### config.mk
export PLATFORM = sky130hd
export DESIGN_NAME = ccx_core
export DESIGN_NICKNAME = d
export VERILOG_FILES = /design/src/rtl/ccx_pkg.sv /design/src/rtl/ccx_flag_gen.sv /design/src/rtl/ccx_cond_eval.sv /design/src/rtl/ccx_flag_reg.sv /design/src/rtl/ccx_core.sv
export SDC_FILE = /design/constraint.sdc
export NUM_CORES = 1
export LEC_CHECK = 0
export BUFFER_PORTS_ARGS = -buffer_cell sky130_fd_sc_hd__buf_2
export CORE_ASPECT_RATIO = 0.9
export CORE_MARGIN = 2
export CORE_UTILIZATION = 20
export CTS_CLUSTER_SIZE = 16
export DETAILED_ROUTE_END_ITERATION = 12
export GPL_ROUTABILITY_DRIVEN = 0
export PLACE_DENSITY_LB_ADDON = 0.15
export SYNTH_ARGS = -nofsm -noshare
export SYNTH_HDL_FRONTEND = slang
export SYNTH_SLANG_ARGS = --single-unit
### constraint.sdc
create_clock -name clk -period 1.9 [get_ports clk]
set_input_delay 0.19 -clock clk [delete_from_list [all_inputs] [get_ports clk]]
set_output_delay 0.19 -clock clk [all_outputs]
set_load 0.01 [all_outputs]
### src/rtl/ccx_pkg.sv
package ccx_pkg;

    localparam int CCX_DATA_W = 32;
    localparam int CCX_COND_W = 4;

    typedef struct packed {
        logic n;
        logic z;
        logic c;
        logic v;
    } ccx_flags_t;

    // Predicate groups: cond[3:1]; cond[0] selects the complement
    typedef enum logic [2:0] {
        PR_ZERO   = 3'd0,
        PR_CARRY  = 3'd1,
        PR_NEG    = 3'd2,
        PR_OVF    = 3'd3,
        PR_HIGHER = 3'd4,
        PR_GE     = 3'd5,
        PR_GT     = 3'd6,
        PR_ALWAYS = 3'd7
    } ccx_pred_e;

    // Flag register behaviour
    typedef enum logic {
        FR_HOLD = 1'b0,
        FR_LOAD = 1'b1
    } ccx_freg_e;

endpackage

### src/rtl/ccx_flag_gen.sv
module ccx_flag_gen
    import ccx_pkg::*;
#(
    parameter int DATA_W = CCX_DATA_W
) (
    input  logic [DATA_W-1:0] opa,
    input  logic [DATA_W-1:0] opb,
    input  logic [DATA_W-1:0] result,
    input  logic              carry_borrow,
    input  logic              op_sub,
    output ccx_flags_t        flags
);
    localparam int MSB = DATA_W - 1;

    logic sa, sb, sr;
    logic same_sign, res_flip;

    always_comb begin
        sa        = opa[MSB];
        sb        = opb[MSB];
        sr        = result[MSB];
        same_sign = ~(sa ^ sb);
        res_flip  = sa ^ sr;

        flags.n = sr;
        flags.z = ~|result;
        if (op_sub) begin
            // borrow in, carry flag is its inverse
            flags.c = ~carry_borrow;
            flags.v = ~same_sign & res_flip;
        end else begin
            flags.c = carry_borrow;
            flags.v = same_sign & res_flip;
        end
    end

endmodule

### src/rtl/ccx_cond_eval.sv
module ccx_cond_eval
    import ccx_pkg::*;
#(
    parameter int COND_W = CCX_COND_W
) (
    input  logic [COND_W-1:0] cond,
    input  ccx_flags_t        flags,
    output logic              pass
);
    ccx_pred_e pred;
    logic      base;
    logic      n_eq_v;

    always_comb begin
        pred   = ccx_pred_e'(cond[COND_W-1:1]);
        n_eq_v = ~(flags.n ^ flags.v);
        unique case (pred)
            PR_ZERO:   base = flags.z;
            PR_CARRY:  base = flags.c;
            PR_NEG:    base = flags.n;
            PR_OVF:    base = flags.v;
            PR_HIGHER: base = flags.c & ~flags.z;
            PR_GE:     base = n_eq_v;
            PR_GT:     base = ~flags.z & n_eq_v;
            PR_ALWAYS: base = 1'b1;
            default:   base = 1'b0;
        endcase
        // odd code = complement (covers 1111 as never)
        pass = base ^ cond[0];
    end

endmodule

### src/rtl/ccx_flag_reg.sv
module ccx_flag_reg
    import ccx_pkg::*;
(
    input  logic       clk,
    input  logic       rst_n,
    input  logic       wr_en,
    input  ccx_flags_t d,
    output ccx_flags_t q
);
    ccx_freg_e  mode;
    ccx_flags_t q_next;

    always_comb begin
        mode = wr_en ? FR_LOAD : FR_HOLD;
    end

    always_comb begin
        unique case (mode)
            FR_LOAD: q_next = d;
            FR_HOLD: q_next = q;
            default: q_next = q;
        endcase
    end

    always_ff @(posedge clk or negedge rst_n) begin
        if (!rst_n) q <= '0;
        else        q <= q_next;
    end

    p_hold_r9: assert property (@(posedge clk) disable iff (!rst_n)
        !wr_en |=> $stable(q));

endmodule

### src/rtl/ccx_core.sv
module ccx_core
    import ccx_pkg::*;
#(
    parameter int DATA_W = CCX_DATA_W,
    parameter int COND_W = CCX_COND_W
) (
    input  logic              clk,
    input  logic              rst_n,
    input  logic [COND_W-1:0] cond,
    input  logic              set_req,
    input  logic              op_sub,
    input  logic [DATA_W-1:0] opa,
    input  logic [DATA_W-1:0] opb,
    input  logic [DATA_W-1:0] result,
    input  logic              carry_borrow,
    output logic              exec_ok,
    output logic [3:0]        flags_q
);
    ccx_flags_t gen_flags;
    ccx_flags_t cur_flags;
    logic       wr_en;

    ccx_flag_gen #(.DATA_W(DATA_W)) u_gen (
        .opa          (opa),
        .opb          (opb),
        .result       (result),
        .carry_borrow (carry_borrow),
        .op_sub       (op_sub),
        .flags        (gen_flags)
    );

    ccx_cond_eval #(.COND_W(COND_W)) u_eval (
        .cond  (cond),
        .flags (cur_flags),
        .pass  (exec_ok)
    );

    assign wr_en = set_req & exec_ok;

    ccx_flag_reg u_freg (
        .clk   (clk),
        .rst_n (rst_n),
        .wr_en (wr_en),
        .d     (gen_flags),
        .q     (cur_flags)
    );

    assign flags_q = cur_flags;

    p_load_r9: assert property (@(posedge clk) disable iff (!rst_n)
        (set_req && exec_ok) |=> (flags_q == $past(gen_flags)));

    p_skip_keeps_r9: assert property (@(posedge clk) disable iff (!rst_n)
        !(set_req && exec_ok) |=> $stable(flags_q));

    p_always_r5: assert property (@(posedge clk) disable iff (!rst_n)
        (cond == 4'hE) |-> exec_ok);

    p_never_r5: assert property (@(posedge clk) disable iff (!rst_n)
        (cond == 4'hF) |-> !exec_ok);

    p_eq_follows_z_r2: assert property (@(posedge clk) disable iff (!rst_n)
        (cond == 4'h0) |-> (exec_ok == flags_q[2]));

    p_zero_result_r6: assert property (@(posedge clk) disable iff (!rst_n)
        (set_req && exec_ok && result == '0) |=> (flags_q[2] && !flags_q[3]));

endmodule

Yosys cells after proc, flatten, opt, wreduce, memory -nomap -nowiden --
Cells that the tools add are included.
Word-level totals: output and inout port bits 5, register bits 4
Operators by class: equality and inequality tests 7, bitwise gates (word level) 13, reductions and logical operators 3, multiplexer cells 4
Operators by type and width (count):
- $reduce_or 32->1 | 1
- $eq 3x3->1 const B | 4
- $pmux 1 s8 | 1
- $eq 3x2->1 const B | 2
- $and 1x1->1 | 5
- $mux 4 | 1
- $not 1->1 | 4
- $xor 1x1->1 | 4
- $eq 3x1->1 const B | 1
- $logic_not 3->1 | 1
- $mux 2 | 1
- $logic_not 1->1 | 1
- $mux 1 | 1

Depth between registers and ports, before layout --
Gate-level depths: netlist (run 1).
depth after elaboration 8, gate-level depth with buffers 6, depth with buffers taken out 6

Modules after synthesis --
Synthesis (run 1) repeated with hierarchy kept, for this count alone.
Second synthesis, totals: cell total of the unflattened synthesis 39, area, all modules 357.8 µm²
Modules (own cells, without submodules):
- ccx_flag_reg | cells each 8, instances 1, area each 145.1 µm²
- ccx_flag_gen | cells each 17, instances 1, area each 120.1 µm²
- ccx_cond_eval | cells each 13, instances 1, area each 86.3 µm²
- ccx_core | cells each 1, instances 1, area each 6.3 µm²

Worst setup path after synthesis (run 1) --
Ideal clock, no wire load.
path type reg-to-reg, start point register u_freg.q[3] in the netlist's numbering, end point register u_freg.q[0] in the netlist's numbering, setup time 125 ps, required time 1775 ps, path slack 205 ps, cell stages (with the launch flop) 7, arrival 1570 ps, buffers on the path 0, clock period less this slack 1695 ps, path through dfrtp_1 > xnor2_1 > nor3b_1 > nor3_2 > nor3_2 > nand3b_4 > mux2_4
On the way: longest elaborated chain between the ends 7
RTL lines:
- start: declaration | line ccx_flag_reg.sv:8 | output ccx_flags_t q
- start signal: assignment | line ccx_flag_reg.sv:27 | else q <= q_next;
- $xor 1x1->1 | line ccx_cond_eval.sv:16 | n_eq_v = ~(flags.n ^ flags.v);
- $not 1->1 | line ccx_cond_eval.sv:16
- $and 1x1->1 | line ccx_cond_eval.sv:24 | PR_GT: base = ~flags.z & n_eq_v;
- $pmux 1 s8 * | line ccx_cond_eval.sv:17 | unique case (pred)
- $xor 1x1->1 * | line ccx_cond_eval.sv:29 | pass = base ^ cond[0];
- $and 1x1->1 * | line ccx_core.sv:38 | assign wr_en = set_req & exec_ok;
- $mux 1 * | line ccx_flag_reg.sv:14 | mode = wr_en ? FR_LOAD : FR_HOLD;
Mark *: on every way between the ends. The rest lies on a longest branch, timed or not. A chain may end at the register's enable or synchronous reset.

Worst setup path in the final report (run 1) --
start point register u_freg.q[3] in the netlist's numbering, end point output exec_ok
On the way: longest elaborated chain between the ends 5
RTL lines:
- $xor 1x1->1 | line ccx_cond_eval.sv:16
- $not 1->1 | line ccx_cond_eval.sv:16
- $and 1x1->1 | line ccx_cond_eval.sv:24
- $pmux 1 s8 * | line ccx_cond_eval.sv:17
- $xor 1x1->1 * | line ccx_cond_eval.sv:29
- end: declaration | line ccx_core.sv:16 | output logic exec_ok,
Marked as above.

==> flow_summary.toml, run 1 <==
[grt]
grt_use_total_pct = 8.997
grt_util_met3_pct = 2.866
met1_usage_pct = 10.89
antenna_found_initial = 0
grt_use_met2_pct = 15.38
grt_pass1_vias = 437
grt_overflow = 0
grt_pass1_wl_mm = 1.628
top_usage_layer = "met2"
grt_max_degree = 8

[synthesis]
synth_area_leader_cell = "dfrtp_1"
ys.warnings.count = 0
synth-simple-area-share_pct = 39.38
yosysUniqueCellTypes = 21
synth_area_per_cell_um2 = 9.242
syn-num-nets = 149
synth_compound_area_share_pct = 13.85
synth.top_cell.area_share_pct = 24.62
syn-instance-count = 44
synth_xor_area_share_pct = 6.462
syn_area_um2 = 406.6
ys_seq_area_share_pct = 24.62
synth.area.top_cells = "dfrtp_1, mux2_4, nor4_1"
synth_top_family_by_area = "simple AND/OR/NAND/NOR gates"
synthAdderAreaFrac_pct = 0
synth_seq_cells = 4
synthMuxAreaShare_pct = 14.77

[cells_and_area]
largest_reg_flops = 4
reg.largest.list = "u_freg.q x4"
diodes = 0
layout_common_cells = "buf_2, nor4_1, nor2_1"
final_common_cell = "buf_2"
utilization_pct = 37.52
top_register = "u_freg.q"
syn_to_final_growth_pct = 76.62
nets = 202
nFillCells = 210
drive_above_1_share_pct = 66.32

[pwr]
pwr-share-comb_pct = 48.5
p_sw_mw = 0.1460
ir_drop_v = 0.0002567
p_int_mw = 0.3031
power_density_mw_per_mm2 = 625.2
seqPwrFrac_pct = 28.9
leakagePower_nw = 0.3598
p_clk_share_pct = 22.5
swShare_pct = 32.51

[clocking]
clkLatencyLatePin_ns = 0.23
clock_path_buffers = 2
cts_made_buffers = 3
cts.sinks = 4
cts-root-buf = "clkbuf_4"
clkSlewWorstSetupHoldPaths_ns = 0.03
cts_tree = "done"
cts.htree.levels = 1

[setup_path]
crit_type = "reg -> out"
cpPeakStageDelay_ns = 0.42
crit_family = "flip-flops"
path_cells = "xnor2_2, nor3b_2, nor3_2, o21a_1, nor2_1, buf_2"
start_kind = "flip-flop"
critPathMaxFanout = 4
cp_data_arrival_time_ns = 1.57
cp_slowest_cell = "dfrtp_1"
reg2reg_to = "u_freg.q[3]"
worstSetupEndpointType = "primary output"
rr_worst_depth = 6
reg2reg_slack_ns = 0.16
reg2reg_from = "u_freg.q[0]"
path_buf_inv = 1
critPathRequiredTime_ns = 1.71

[sta]
fin_crit_sh_pct = 92.87
relSlewSlack_pct = 80.77
setup_viol = 0
finalHoldViolCount = 0
worst_pin_slew_ns = 0.2859
timing.fmax_mhz = 566.7
finalSetupTns_ns = 0
slew_violations = 0
rsz0062_at_grt = "no"
min_period_ns = 1.765
finClkSkew_ns = 0.004423

[routing]
wl_per_cell_um = 8.833
dr.pass1.iters = 4
antenna_left = 0
viasPerCell = 4.600
wirelength_mm = 1.060
vias = 552
drtIter0Drc = 1
post-route-drc-count = 0

[status]
outcome = "complete, no violations"

[worst_hold_path]
min_to = "u_freg.q[3]"
holdCritPathClass = "in -> reg"
holdPathStages = 2
worstHoldStart = "result[31]"

[placement]
portBuffers = 47
place_hpwl_mm = 1.001

[die]
core_region_area_mm2 = 0.001914
start_util_pct = 21.24
die_w_um = 51.53
dieHeight_um = 46.78
io_pins = 110
dieArea_mm2 = 0.002410
core.rowCount = 15

[flow_run]
maxCapViolCount = 0
power groups by stage:
stage          logic, mW  registers (mW)  clock network, mW
6_report           0.218           0.130              0.101
5_1_grt            0.239           0.134              0.112
4_1_cts            0.211           0.128              0.107
3_5_place_dp       0.208           0.129                  0
3_3_place_gp       0.207           0.128                  0
2_1_floorplan      0.115           0.133                  0
synth_stat cells:
cell type and number:
nand2b_2 1, a211oi_2 1, nor3_2 2, nor2_1 5, nor3b_1 1, a21oi_2 1
nor2b_1 1, o21a_1 1, nand3b_4 1, nand2_1 3, xor2_1 2, o21ai_2 1
mux2_4 4, nor4_1 8, a32oi_1 1, nor3_1 1, nand4_1 2, inv_1 1
dfrtp_1 4, o21ai_0 2, xnor2_1 1
cell families (layout without fill, tap and decap cells):
kind of cell | after synthesis | count (layout)
XOR/XNOR | 3 | 3
flip-flops | 4 | 4
buffers and inverters | 1 | 52
AO/OA/AOI/OAI | 7 | 7
AND/OR/NAND/NOR | 25 | 25
multiplexers | 4 | 4
per-stage QoR:
stage          power (mW)  setup WS, ns  area, µm²  instances  hold WS (ns)
2_1_floorplan      0.2479        0.2046      406.6         44       -0.1056
3_3_place_gp       0.3347        0.1092      673.1        116     -0.002493
3_5_place_dp       0.3372        0.1342      673.1        116    -0.0002195
4_1_cts            0.4454       0.06105      705.7        120        0.2428
5_1_grt            0.4852       0.02398      718.2        120        0.2556
6_report           0.4490        0.1354      718.2        120        0.2461
metal layers:
metal	vias to the layer above	share of wire, %
met3	0	14
met1	238	40
li1	276	-
met2	38	45
met5	-	0
met4	0	0
repair_timing:
action / 4_1_cts / 5_1_grt
hold buffers: 1 / 0
resized for setup: 0 / 2
hold endpoints to repair: 4 / 0
buffers inserted: 0 / 0
endpoints found under the setup margin: 0 / 5
worst max-delay path by stage:
stage,start,depth (start not counted),endpoint,slack (ns)
2_1_floorplan,u_freg.q[3],6,u_freg.q[0],0.20
6_report,u_freg.q[3],6,exec_ok,0.14
4_1_cts,u_freg.q[3],6,exec_ok,0.06
3_3_place_gp,u_freg.q[3],6,u_freg.q[2],0.11
5_1_grt,u_freg.q[3],6,exec_ok,0.02
3_5_place_dp,u_freg.q[3],6,u_freg.q[3],0.13
layout make-up:
cell class / instances / area, µm² / share of cell area (%)
clock buffers: 3 / 22.52 / 3.136
inverters: 1 / 3.754 / 0.5226
multi-input cells: 39 / 315.3 / 43.90
flip-flops and latches: 4 / 100.1 / 13.94
well taps: 25 / 31.28 / 4.355
repair buffers: 48 / 245.2 / 34.15
(Power assumes the default switching activity.)
==> run 2: changes to the inputs <==
BUFFER_PORTS_ARGS = not set   (was -buffer_cell sky130_fd_sc_hd__buf_2)
CORE_AREA = 2 2 43 45   (was not set)
CORE_ASPECT_RATIO = not set   (was 0.9)
CORE_MARGIN = not set   (was 2)
CORE_UTILIZATION = not set   (was 20)
DIE_AREA = 0 0 45 47   (was not set)
DONT_BUFFER_PORTS = 1   (was not set)
clock period = 1.66 ns   (was 1.9 ns; I/O delays follow)
==> run 2 against run 1 <==
Compared with the run above: sequential power increased by 8%; global-route usage increased by 2.0 points; the run now ends with negative setup slack left; worst setup slack got worse by 0.20 ns; core utilization decreased by 3.7 points; register-to-register slack got worse by 0.23 ns; combinational power increased by 17%; highest routed layer unchanged; largest cell class unchanged; critical path depth increased by 1; first-iteration DRC count increased by 100%; critical endpoint is now u_freg.q[2].
==> flow_summary.toml, run 2 (synthesis results as in run 1) <==
[routing]
viasPerCell = 5.562
vias = 406
antenna_left = 0
dr.pass1.iters = 4
post-route-drc-count = 0
wl_per_cell_um = 14.93
wirelength_mm = 1.090
drtIter0Drc = 2

[setup_path]
critPathRequiredTime_ns = 1.77
critPathMaxFanout = 4
worstSetupEndpointType = "flip-flop"
cp_data_arrival_time_ns = 1.84
crit_type = "reg -> reg"
start_kind = "flip-flop"

[sta]
rsz0062_at_grt = "yes"
setup_viol = 5
finClkSkew_ns = 0.008378
relSlewSlack_pct = 80.95
finalSetupTns_ns = -0.3279
min_period_ns = 1.729
fin_crit_sh_pct = 104.1
slew_violations = 0
finalHoldViolCount = 0
fin_ws_ns = -0.06865
timing.fmax_mhz = 578.5
worst_pin_slew_ns = 0.2831

[die]
dieHeight_um = 47
die_w_um = 45
core_region_area_mm2 = 0.001652
dieArea_mm2 = 0.002115
core.rowCount = 15
io_pins = 110
start_util_pct = 24.62

[cells_and_area]
drive_above_1_share_pct = 48.21
final_common_cell = "nor4_1"
syn_to_final_growth_pct = 37.23
design_area_um2 = 558.0
top_register = "u_freg.q"
reg.largest.list = "u_freg.q x4"
nets = 162
largest_reg_flops = 4
utilization_pct = 33.79
layout_common_cells = "nor4_1, buf_4, nor2_1, mux2_4"
diodes = 0

[flow_run]
maxCapViolCount = 0

[clocking]
cts.sinks = 4
clock_path_buffers = 2
clkLatencyLatePin_ns = 0.24
clkSlewWorstSetupHoldPaths_ns = 0.04
cts-root-buf = "clkbuf_4"
cts.htree.levels = 1
cts_tree = "done"
cts_made_buffers = 3

[worst_hold_path]
holdCritPathClass = "in -> reg"

[status]
violations = "negative setup slack"
outcome = "finished, violations left"

[placement]
place_hpwl_um = 976.1
placed_area_um2 = 483.0
portBuffers = 0

[pwr]
ir_drop_v = 0.0002259
leakagePower_nw = 0.2124
power_density_mw_per_mm2 = 945.4

[grt]
grt_pass1_vias = 403
grt_max_degree = 8
grt_use_total_pct = 10.95
antenna_found_initial = 0
grt_overflow = 0
grt_pass1_wl_mm = 1.573
-- run 2: report_power, final --
part,switching [mW],total [mW],internal [mW]
combinational,0.108,0.256,0.148
clock,0.0399,0.130,0.0902
sequential,0.0186,0.141,0.123
-- run 2: worst paths after layout --
kind,startpoint,end,slack (ns),cells after the start
max in group asynchronous,rst_n,u_freg.q[3],1.29,1
worst min-delay path,result[31],u_freg.q[3],0.08,1
worst min register to register,u_freg.q[2],u_freg.q[2],0.59,1
worst max-delay path,u_freg.q[0],u_freg.q[2],-0.07,7
worst max register to register,u_freg.q[0],u_freg.q[2],-0.07,7
min in group asynchronous,rst_n,u_freg.q[0],0.20,1
-- run 2: per-layer routing --
layer / track usage (%) / vias up / share of wire [%]
met1: 13.92 / 170 / 44
met4: 7.059 / 0 / 0
met2: 17.43 / 42 / 44
met3: 1.538 / 0 / 12
li1: - / 194 / -
met5: 0 / - / 0
-- run 2: worst max-delay path, stage by stage (launching register included) --
cell and delay [ns]:
dfrtp_2 0.42, xnor2_2 0.16, a211oi_2 0.20, nor3_2 0.07, buf_4 0.15, o21ai_4 0.15
nand3b_4 0.13, mux2_4 0.31
-- run 2: cell type report --
class | count | area, µm²
Clock buffer | 4 | 26.28
Fill cell | 169 | 1094
Inverter | 1 | 3.754
Multi-Input combinational cell | 39 | 337.8
Sequential cell | 4 | 102.6
Tap cell | 17 | 21.27
Timing Repair Buffer | 8 | 66.31
-- run 2: repair_timing --
item,in CTS,in global routing
hold endpoints to repair,4,0
hold buffers,1,0
gates resized for setup,6,0
setup endpoints to repair,5,5
pin swaps,9,1
buffers inserted,1,0
-- run 2: per-stage QoR --
stage                     std cells  total power [mW]  worst slack [ns]  hold slack, ns
after global placement           67            0.3657           -0.1016         -0.1295
after detailed placement         67            0.3676          -0.09244         -0.1295
after floorplan                  44            0.2992          -0.01672         -0.1296
after CTS                        73            0.5388          -0.08500         0.06995
final                            73            0.5275          -0.06865         0.07771
after global routing             73            0.5724           -0.1770         0.06025
